--- src/rtl/pfu_pkg.sv ---
package pfu_pkg;
    localparam int NIB_W  = 4;
    localparam int OP_W   = 3;
    localparam int OFFS_W = NIB_W + 2;
    localparam int PAGE_W = 5;
    localparam int ADDR_W = 1 + PAGE_W + OFFS_W;
    localparam int DATA_W = 2 * NIB_W;
    localparam int WORD_W = DATA_W + 2;
    localparam int NPAIR  = 2;
    localparam int PAIR_AB = 0;
    localparam int PAIR_IO = 1;

    typedef logic [NIB_W-1:0] nib_t;

    typedef struct packed {
        logic              bank;
        logic [PAGE_W-1:0] page;
        logic [OFFS_W-1:0] offs;
    } rom_addr_t;

    typedef struct packed {
        logic to_io;
        logic to_ab;
        nib_t hi;
        nib_t lo;
    } pat_word_t;

    typedef struct packed {
        nib_t hi;
        nib_t lo;
    } pair_t;

    typedef enum logic [1:0] {
        ST_IDLE  = 2'd0,
        ST_FETCH = 2'd1,
        ST_EXEC  = 2'd2
    } pfu_state_t;

    function automatic rom_addr_t form_ref_addr(
        input rom_addr_t       pc,
        input nib_t            acc,
        input nib_t            b,
        input logic            carry,
        input logic [OP_W-1:0] p
    );
        rom_addr_t r;
        r.bank = pc.bank | p[OP_W-1];
        r.page = pc.page | {b[NIB_W-1:NIB_W-2], carry, p[1:0]};
        r.offs = {acc, b[1:0]};
        return r;
    endfunction
endpackage

--- src/rtl/pfu_addr_former.sv ---
module pfu_addr_former
    import pfu_pkg::*;
(
    input  logic            clk,
    input  logic            rst,
    input  logic            capture,
    input  logic [ADDR_W-1:0] pc,
    input  nib_t            acc,
    input  nib_t            b,
    input  logic            carry,
    input  logic [OP_W-1:0] p,
    output rom_addr_t       addr_q
);
    rom_addr_t addr_d;

    always_comb begin
        addr_d = form_ref_addr(rom_addr_t'(pc), acc, b, carry, p);
    end

    always_ff @(posedge clk) begin
        if (rst) begin
            addr_q <= '0;
        end else if (capture) begin
            addr_q <= addr_d;
        end
    end
endmodule

--- src/rtl/pfu_seq.sv ---
module pfu_seq
    import pfu_pkg::*;
(
    input  logic clk,
    input  logic rst,
    input  logic start,
    output logic idle,
    output logic accept,
    output logic fetch,
    output logic exec
);
    pfu_state_t state_q, state_d;

    always_comb begin
        state_d = state_q;
        unique case (state_q)
            ST_IDLE:  if (start) state_d = ST_FETCH;
            ST_FETCH: state_d = ST_EXEC;
            ST_EXEC:  state_d = ST_IDLE;
            default:  state_d = ST_IDLE;
        endcase
    end

    always_ff @(posedge clk) begin
        if (rst) begin
            state_q <= ST_IDLE;
        end else begin
            state_q <= state_d;
        end
    end

    assign idle   = (state_q == ST_IDLE);
    assign accept = idle & start;
    assign fetch  = (state_q == ST_FETCH);
    assign exec   = (state_q == ST_EXEC);
endmodule

--- src/rtl/pfu_pairs.sv ---
module pfu_pairs
    import pfu_pkg::*;
(
    input  logic                  clk,
    input  logic                  rst,
    input  logic [NPAIR-1:0]      we,
    input  pair_t [NPAIR-1:0]     wd,
    output pair_t [NPAIR-1:0]     q
);
    for (genvar i = 0; i < NPAIR; i++) begin : g_pair
        pair_t r_q;
        always_ff @(posedge clk) begin
            if (rst) begin
                r_q <= '0;
            end else if (we[i]) begin
                r_q <= wd[i];
            end
        end
        assign q[i] = r_q;
    end
endmodule

--- src/rtl/pattern_fetch_unit.sv ---
module pattern_fetch_unit
    import pfu_pkg::*;
(
    input  logic                clk,
    input  logic                rst,
    input  logic                start,
    input  logic [OP_W-1:0]     op_p,
    input  logic [ADDR_W-1:0]   pc_in,
    input  logic                carry_in,
    input  logic                ab_we,
    input  logic [DATA_W-1:0]   ab_wdata,
    output logic [ADDR_W-1:0]   rom_addr,
    output logic                rom_re,
    input  logic [WORD_W-1:0]   rom_data,
    output logic                done,
    output logic [NIB_W-1:0]    acc_out,
    output logic [NIB_W-1:0]    b_out,
    output logic [NIB_W-1:0]    r2_out,
    output logic [NIB_W-1:0]    r3_out
);
    logic              idle, accept, fetch, exec;
    rom_addr_t         addr_q;
    pat_word_t         word;
    logic [NPAIR-1:0]  pair_we;
    pair_t [NPAIR-1:0] pair_wd;
    pair_t [NPAIR-1:0] pair_q;

    pfu_seq u_seq (
        .clk    (clk),
        .rst    (rst),
        .start  (start),
        .idle   (idle),
        .accept (accept),
        .fetch  (fetch),
        .exec   (exec)
    );

    pfu_addr_former u_addr (
        .clk     (clk),
        .rst     (rst),
        .capture (accept),
        .pc      (pc_in),
        .acc     (pair_q[PAIR_AB].hi),
        .b       (pair_q[PAIR_AB].lo),
        .carry   (carry_in),
        .p       (op_p),
        .addr_q  (addr_q)
    );

    assign word = pat_word_t'(rom_data);

    always_comb begin
        pair_we[PAIR_AB] = (exec & word.to_ab) | (idle & ab_we);
        pair_we[PAIR_IO] = exec & word.to_io;
        if (exec) begin
            pair_wd[PAIR_AB].hi = word.hi;
            pair_wd[PAIR_AB].lo = word.lo;
        end else begin
            pair_wd[PAIR_AB] = pair_t'(ab_wdata);
        end
        pair_wd[PAIR_IO].hi = word.hi;
        pair_wd[PAIR_IO].lo = word.lo;
    end

    pfu_pairs u_pairs (
        .clk (clk),
        .rst (rst),
        .we  (pair_we),
        .wd  (pair_wd),
        .q   (pair_q)
    );

    assign rom_addr = addr_q;
    assign rom_re   = fetch;
    assign done     = exec;
    assign acc_out  = pair_q[PAIR_AB].hi;
    assign b_out    = pair_q[PAIR_AB].lo;
    assign r2_out   = pair_q[PAIR_IO].hi;
    assign r3_out   = pair_q[PAIR_IO].lo;
endmodule

--- config.mk ---
export PLATFORM = sky130hd
export DESIGN_NAME = pattern_fetch_unit
export DESIGN_NICKNAME = d
export VERILOG_FILES = /design/src/rtl/pfu_pkg.sv /design/src/rtl/pfu_addr_former.sv /design/src/rtl/pfu_seq.sv /design/src/rtl/pfu_pairs.sv /design/src/rtl/pattern_fetch_unit.sv
export SDC_FILE = /design/constraint.sdc
export NUM_CORES = 1
export LEC_CHECK = 0
export BUFFER_PORTS_ARGS = -buffer_cell sky130_fd_sc_hd__buf_2
export CELL_PAD_IN_SITES_DETAIL_PLACEMENT = 1
export CELL_PAD_IN_SITES_GLOBAL_PLACEMENT = 2
export CORE_MARGIN = 2
export CORE_UTILIZATION = 24
export CTS_CLUSTER_SIZE = 24
export DETAILED_ROUTE_END_ITERATION = 12
export GPL_ROUTABILITY_DRIVEN = 1
export PLACE_DENSITY_LB_ADDON = 0.1
export SYNTH_ARGS = -nofsm -noshare
export SYNTH_HDL_FRONTEND = slang
export SYNTH_SLANG_ARGS = --single-unit
--- constraint.sdc ---
create_clock -name clk -period 1.55 [get_ports clk]
set_clock_uncertainty 0.15 [all_clocks]
set_input_delay 0.31 -clock clk [delete_from_list [all_inputs] [get_ports clk]]
set_output_delay 0.31 -clock clk [all_outputs]
set_load 0.01 [all_outputs]
After elaboration in Yosys (flattened, before gate mapping)
Index checks and enable logic that the tools add are counted.
Storage, ports and cells
  word-level logic and storage cells: 22
  flip-flop bits (word level): 30
  bits in latches: 0
  ROM bits: 0
  input port bits: 38
  memories kept: 0
  bits in writable memories: 0
  output and inout bits: 30
Operators by class
  reductions and logical operators: 1
  add/sub/neg operators: 0
  equality and inequality tests: 3
  bitwise gates (word level): 7
  divide/modulo/power cells: 0
  multiply operators: 0
  shifts and indexed selects: 0
  multiplexer cells: 3
  magnitude comparators: 0
Operators with widths (count)
  $mux W8: 1
  $or A5 B5 Y5: 1
  $and A1 B1 Y1: 4
  $pmux W2 S2: 1
  $eq A2 B1 Y1 const B: 1
  $eq A2 B2 Y1 const B: 1
  $logic_not A2 Y1: 1
  $mux W2: 1
  $ne A2 B2 Y1 const B: 1
  $or A1 B1 Y1: 2

Depth between registers and ports, before layout
Gate-level depths: netlist of the first run.
  depth in word-level cells: 3
  gate-level depth with buffers: 6
  depth with buffers taken out: 3

Cells and area by module
A second synthesis of the first run with hierarchy kept.
Second synthesis, totals
  cell total of the unflattened synthesis: 116
  area, all modules: 1270.0 um^2
Modules (own cells, without submodules)
  pfu_pairs: area each 579.3 um^2, seq. area each 320.3 um^2, cells an instance 52, instances 1
  pfu_addr_former: area each 447.9 um^2, seq. area each 240.2 um^2, cells an instance 45, instances 1
  pattern_fetch_unit: area each 148.9 um^2, seq. area each 0.0 um^2, cells an instance 11, instances 1
  pfu_seq: area each 93.8 um^2, seq. area each 40.0 um^2, cells an instance 8, instances 1

Worst setup path before layout of the first run
Ideal clock, no wire load.
  path type: register -> register
  start: register u_seq.state_q[1]
  end: register u_pairs.g_pair[0].r_q, in the netlist u_pairs.q[0]
  buffers on the path: 2
  setup slack: 0.113 ns
  data arrival time: 1.184 ns
  required time: 1.297 ns
  library setup time: 0.103 ns
  period minus slack after synthesis: 1.437 ns
  stages on the path, launching flop included: 6
  cell sequence: dfxtp_1 buf_4 mux2i_1 or2_0 buf_6 a2111oi_2
Between the ends
  word-level cells in the longest chain between the ends: 3
  elaborated cells between the ends (all ways): 6
  those cells by class: eq/ne: 1; mux: 1; bitwise: 3; reduce/logical: 1
Ends and longest elaborated chain
  start: declaration: RTL line pfu_seq.sv:12  | pfu_state_t state_q, state_d;
  start signal: assignment: RTL line pfu_seq.sv:28  | state_q <= state_d;
  $eq A2 B2 Y1 / $logic_not A2 Y1 (equally long branches): RTL line pfu_seq.sv:35, pfu_seq.sv:32
  $and A1 B1 Y1: RTL line pattern_fetch_unit.sv:53  | pair_we[PAIR_AB] = (exec & word.to_ab) | (idle & ab_we);
  $or A1 B1 Y1: RTL line pattern_fetch_unit.sv:53
  end signal: assignment: RTL line pfu_pairs.sv:16  | r_q <= wd[i];
  end: declaration: RTL line pfu_pairs.sv:11  | pair_t r_q;
Parallel ways exist; a longest one is shown, timed or not.
A chain may end at the register's enable or synchronous reset.

Worst setup path in the final report of the first run
  start: register u_seq.state_q[1]
  end: output rom_re
Between the ends
  word-level cells in the longest chain between the ends: 1
Ends and longest elaborated chain
  $eq A2 B1 Y1: RTL line pfu_seq.sv:34  | assign fetch = (state_q == ST_FETCH);
  end: declaration: RTL line pattern_fetch_unit.sv:13  | output logic rom_re,
No other way between the ends.

==> key figures, run 1 <==
Run status
  – Status: complete, no violations

Synthesis
  – Synth warnings: 0
  – Cell Area, Synth: 1270 sq um
  – Syn_nets: 171
  – Cell variety after synth: 15
  – Flops & latches, synth: 30
  – Mapped Avg Cell Area: 9.54 sq um
  – Mapped Cells: 133
  – Seq/Total Area, Yosys: 47.3%

Clock tree
  – Sink Count: 30
  – CTS Buf Count: 5
  – H-tree levels: 2
  – Hold-fix buffers at CTS: 0
  – Clk root buf: clkbuf_8
  – CTS tree: done
  – Clock-pin slew on the worst setup and hold paths: 0.06 ns
  – Clk_lat worst skew: 0.28 ns
  – Bufs on Longest Clock Path: 2

Final layout
  – Final cell count without fillers: 263
  – Post-route cell area: 1770 sq um
  – Most common cell after layout, fill and taps aside: buf_2
  – Synth-to-Final Area Change: 39.2%
  – Layout filler cell count: 642
  – Ant diodes: 0
  – Nets: 232
  – Layout cells sized above 1: 45.1%
  – Most frequent cells in the layout: 61 x buf_2, 42 x nor2_1, 28 x dfxtp_1

Placed design
  – Placed wire-length estimate: 2520 um
  – DP Worst Slack: 0.0283 ns
  – Port bufs: 61
  – Dpl cells: 256
  – RePlAce Congestion: 0.695
  – Placed cell area: 1630 sq um

Setup path
  – Crit path arrival time: 1.03 ns
  – Crit path largest cell delay: 0.34 ns
  – R2r worst-path depth: 4
  – Crit path kind: register to primary output
  – Critical-path cell list: buf_4 > nor2b_1 > buf_2
  – Slowest CP cell: dfxtp_2
  – CP Depth: 3
  – CP Launch Type: register
  – Setup crit end kind: primary output
  – Bufs and invs on worst path: 2
  – Data required, critical path: 1.09 ns
  – Beginning of the critical path: u_seq.state_q[1]
  – CP top delay family: flip-flops
  – Worst-path maximum fanout: 5
  – Launching point of the worst reg2reg path: u_seq.state_q[1]

Global routing
  – Congestion Overflow GR: 0
  – First-pass GRT wire length: 5890 um
  – Total GRT Usage: 12.7%
  – Antenna violations before repair: 0
  – Largest net degree at the start of global routing: 19
  – Vias in the first global route: 1186

Worst hold path
  – Worst hold start: rom_data[3]
  – Class of the worst hold path: input pin to register
  – Hold Path Stages: 3

Routing
  – Vias per cell: 4.21
  – WL final: 3380 um
  – DR iter-0 viols: 29
  – Routed Antenna Nets: 0
  – Drt drc: 0
  – Via count: 1108
  – Post-DR wirelength/cell: 12.8 um
  – DR pass1 iterations: 3

Timing
  – Fin crit share: 96.2%
  – Fmax: 671 MHz
  – Hold Fails Final Rpt: 0
  – Post-layout minimum cycle time: 1.49 ns
  – Final worst slack: 0.0589 ns
  – Least-Margin Pin Slew: 0.256 ns
  – Slew Viols, Final: 0
  – Slew margin rel.: 82.9%
  – RSZ-0062 raised after global routing: yes
  – Final setup viols: 0

Job
  – Max Cap Viol: 0

Power and ir drop
  – Static leakage: 0.876 nW
  – Power per Cell Area: 998 nW/um^2
  – VDD IR max: 459 uV

Floorplanning
  – Core Area: 5110 sq um
  – Initial core utilization: 24.8%
  – # rows: 26
  – Die X-Extent: 76.7 um
  – Die Y: 76.7 um
  – Ports: 68
  – Full die area: 5880 sq um
-- per-stage QoR --
step	total power (W)	util (%)	hold slack (ns)	TNS, ns
after floorplan	0.00104	-	0.304	0
after global placement	0.00114	31.9	0.322	0
after detailed placement	0.00115	31.9	0.333	0
after CTS	0.00179	33.5	0.128	0
after global routing	0.00187	34.6	0.145	-0.0803
final	0.00176	34.6	0.135	0
-- report_power, final --
group | total, W | internal [W] | switching, W
Clock | 0.000619 | 0.000342 | 0.000277
Combinational | 0.000294 | 0.000144 | 0.000150
Sequential | 0.000849 | 0.000820 | 0.0000292
-- path summary, 6_finish.rpt --
kind	to	slack [ns]
max reg2reg	u_pairs.q[5]	0.09
min	u_pairs.q[11]	0.13
min reg2reg	u_pairs.q[6]	0.34
max	rom_re	0.06
-- synthesized netlist by cell type, drive strengths merged --
| cell | number | area, sq um |
|---|---|---|
| mux2i | 15 | 150 |
| or2 | 1 | 6.26 |
| inv | 8 | 30.0 |
| buf | 11 | 87.6 |
| a2111oi | 8 | 120 |
| nand3b | 2 | 15.0 |
| clkbuf | 4 | 15.0 |
| or3b | 1 | 8.76 |
| nor3b | 1 | 7.51 |
| nor2 | 42 | 158 |
| dfxtp | 30 | 601 |
| nor2b | 4 | 25.0 |
| a211oi | 6 | 45.0 |
-- tightest hold or removal path, cell delays in order --
cell,delay [ns]
buf_2,0.09
mux2i_1,0.06
nor2_1,0.07
-- state kept, by name, summed over array words and instances, names as in the netlist --
name,flops
u_seq.state_q,2
u_pairs.q,16
u_addr.addr_q,12
-- kinds of logic after synthesis --
kind of cell,share of synthesized area [%]
AO/OA/AOI/OAI,13.0
AND/OR/NAND/NOR,17.4
flip-flops,47.3
buffers and inverters,10.5
multiplexers,11.8
-- timing repair --
item                                    in CTS  in global routing
buffers inserted                             0                  1
resized for setup                            0                  6
endpoints found under the setup margin       0                 19
-- layer usage --
metal | track usage (%) | part of all wire [%] | routed length, um
met3 | 4.59 | 6.0 | 202
met5 | 0 | 0 | 0
met4 | 4.91 | 1.4 | 47
met1 | 15.1 | 43 | 1450
met2 | 21.0 | 50 | 1670
-- layout make-up --
type / count / area (sq um) / area share [%]
timing repair buffer: 69 / 394 / 22.3
inverter: 8 / 30.0 / 1.70
sequential: 30 / 603 / 34.2
tap: 70 / 87.6 / 4.96
clock buffer: 6 / 82.6 / 4.68
multi-input combinational: 80 / 568 / 32.2
(Power assumes the default switching activity.)
==> inputs of run 2 (changes only) <==
- CORE_MARGIN: 2 -> 3
==> key figures, run 2 (synthesized netlist as in run 1, its figures left out) <==
Setup path
  – Worst-path maximum fanout: 5 (unchanged)
  – Setup crit end kind: primary output
  – Launching point of the worst reg2reg path: u_seq.state_q[1]
  – Slowest CP cell: dfxtp_4
  – CP top delay family: flip-flops
  – R2R Path End: u_pairs.q[4]
  – Critical-path cell list: buf_4 > nor2b_2 > buf_2
  – Crit path arrival time: 1.05 ns (+0.02 ns)
  – Crit path kind: register to primary output
  – Bufs and invs on worst path: 2 (unchanged)
  – Crit path largest cell delay: 0.36 ns (+0.02 ns)
  – R2r worst-path depth: 3 (-1)
  – CP Launch Type: register
  – R2r setup slk: 0.08 ns (about the same)
  – Data required, critical path: 1.09 ns (about the same)

Timing
  – Fin crit share: 97.6% (+1.3 points)
  – Fmax: 661 MHz (-1.4%)
  – Hold Fails Final Rpt: 0 (unchanged)
  – Least-Margin Pin Slew: 0.352 ns (+0.0958 ns)
  – RSZ-0062 raised after global routing: yes
  – Slew Viols, Final: 0 (unchanged)
  – Total negative slack: 0 ns (unchanged)
  – Post-layout minimum cycle time: 1.51 ns (+0.0209 ns)
  – Final setup viols: 0 (unchanged)
  – Final worst slack: 0.0380 ns (-0.0209 ns)
  – Slew margin rel.: 76.5% (-6.4 points)

Clock tree
  – Bufs on Longest Clock Path: 2 (unchanged)
  – CTS tree: done
  – Clk root buf: clkbuf_8
  – Sink Count: 30 (unchanged)
  – Clock-pin slew on the worst setup and hold paths: 0.07 ns (about the same)
  – Clk_lat worst skew: 0.28 ns (about the same)
  – CTS Buf Count: 5 (unchanged)
  – Hold-fix buffers at CTS: 0 (unchanged)
  – Post-CTS Setup Bufs: 0 (unchanged)
  – H-tree levels: 2 (unchanged)
  – Post-cts resize count: 1 (+1)

Routing
  – Via count: 1119 (+0.99%)
  – Top layer in use: met4
  – DR pass1 iterations: 4 (+1)
  – DR WL met3: 230 um (+14%)
  – Routed Antenna Nets: 0 (unchanged)
  – Met2 wire length: 1730 um (+3.2%)
  – Vias per cell: 4.27 (+1.4%)
  – Post-DR wirelength/cell: 13.3 um (+3.3%)
  – WL met1: 1470 um (+1.2%)
  – DR iter-0 viols: 29 (unchanged)
  – Drt drc: 0 (unchanged)
  – WL final: 3480 um (+2.9%)

Global routing
  – First-pass GRT wire length: 5600 um (-4.8%)
  – Largest net degree at the start of global routing: 31 (+12)
  – Congestion Overflow GR: 0 (unchanged)
  – Total GRT Usage: 11.8% (-0.92 points)
  – Antenna violations before repair: 0 (unchanged)
  – Vias in the first global route: 1176 (-0.84%)

Placed design
  – DP Worst Slack: 0.0591 ns (+0.0308 ns)
  – Port bufs: 61 (unchanged)
  – Placed wire-length estimate: 2640 um (+4.9%)
  – RePlAce Congestion: 0.611 (-12%)
  – Dpl cells: 254 (-0.78%)
  – Placed cell area: 1630 sq um (+0.23%)

Job
  – Max Cap Viol: 0 (unchanged)

Worst hold path
  – Worst hold start: rom_data[2]
  – Class of the worst hold path: input pin to register
  – Hold Path Stages: 3 (unchanged)
  – Hold endpoint: u_pairs.q[10]

Power and ir drop
  – VDD IR max: 338 uV (-26%)
  – Total Power: 0.00189 W (+7.2%)
  – Static leakage: 0.886 nW (+1.1%)
  – Power per Cell Area: 1050 nW/um^2 (+5.4%)

Run status
  – Status: complete, no violations

Floorplanning
  – Core Area: 4910 sq um (-3.8%)
  – Die Y: 78.7 um (+2.6%)
  – Full die area: 6190 sq um (+5.3%)
  – Initial core utilization: 25.8% (+0.99 points)
  – # rows: 25 (-3.8%)
  – Ports: 68 (unchanged)
  – Die X-Extent: 78.7 um (+2.6%)

Final layout
  – Most frequent cells in the layout: 61 x buf_2, 41 x nor2_1, 28 x dfxtp_1
  – Synth-to-Final Area Change: 41.6%
  – Post-route cell area: 1800 sq um (+1.8%)
  – Most common cell after layout, fill and taps aside: buf_2
  – Nets: 232 (unchanged)
  – Ant diodes: 0 (unchanged)
  – Max reg flops: 16 (unchanged)
  – Layout cells sized above 1: 46.7% (+1.6 points)
  – Final cell count without fillers: 262 (-0.38%)
-- run 2: area by class of cell --
type	instances	area (sq um)
multi-input combinational	80	586
tap	67	83.8
timing repair buffer	69	382
inverter	8	30.0
clock buffer	8	110
fill	601	3110
sequential	30	606
-- run 2: how the worst max path moves through the flow --
stage / start / end / slack, ns / cells after the start
after floorplan: u_seq.state_q[1] / u_pairs.q[0] / 0.11 / 5
after global placement: u_seq.state_q[1] / u_pairs.q[5] / 0.08 / 4
after detailed placement: u_seq.state_q[1] / u_pairs.q[3] / 0.06 / 4
after CTS: u_seq.state_q[0] / rom_re / 0.007 / 2
after global routing: u_seq.state_q[1] / u_pairs.q[3] / -0.01 / 4
final: u_seq.state_q[1] / done / 0.04 / 3
-- run 2: power by group --
| part | switching [W] | leakage (nW) | internal [W] | total, W |
|---|---|---|---|---|
| Sequential | 0.0000296 | 0.247 | 0.000818 | 0.000848 |
| Clock | 0.000294 | 0.0575 | 0.000448 | 0.000742 |
| Combinational | 0.000154 | 0.581 | 0.000145 | 0.000299 |
-- run 2: per-stage QoR --
stage               hold slack (ns)  utilization, %
floorplan                     0.304               -
CTS                           0.123            35.5
global placement              0.320            33.2
detailed placement            0.327            33.2
global route                  0.119            36.6
finish                        0.132            36.6
-- run 2: worst register-to-register path, delay by kind of cell (launching register included) --
family           cells  cell delay [ns]
AND/OR/NAND/NOR      2             0.77
flip-flops           1             0.36
AO/OA/AOI/OAI        1             0.06
-- run 2: metal layers --
metal	vias up	GRT usage [%]
met2	40	20.3
met1	520	13.4
met5	-	0
met4	0	5.24
li1	553	-
met3	6	3.63
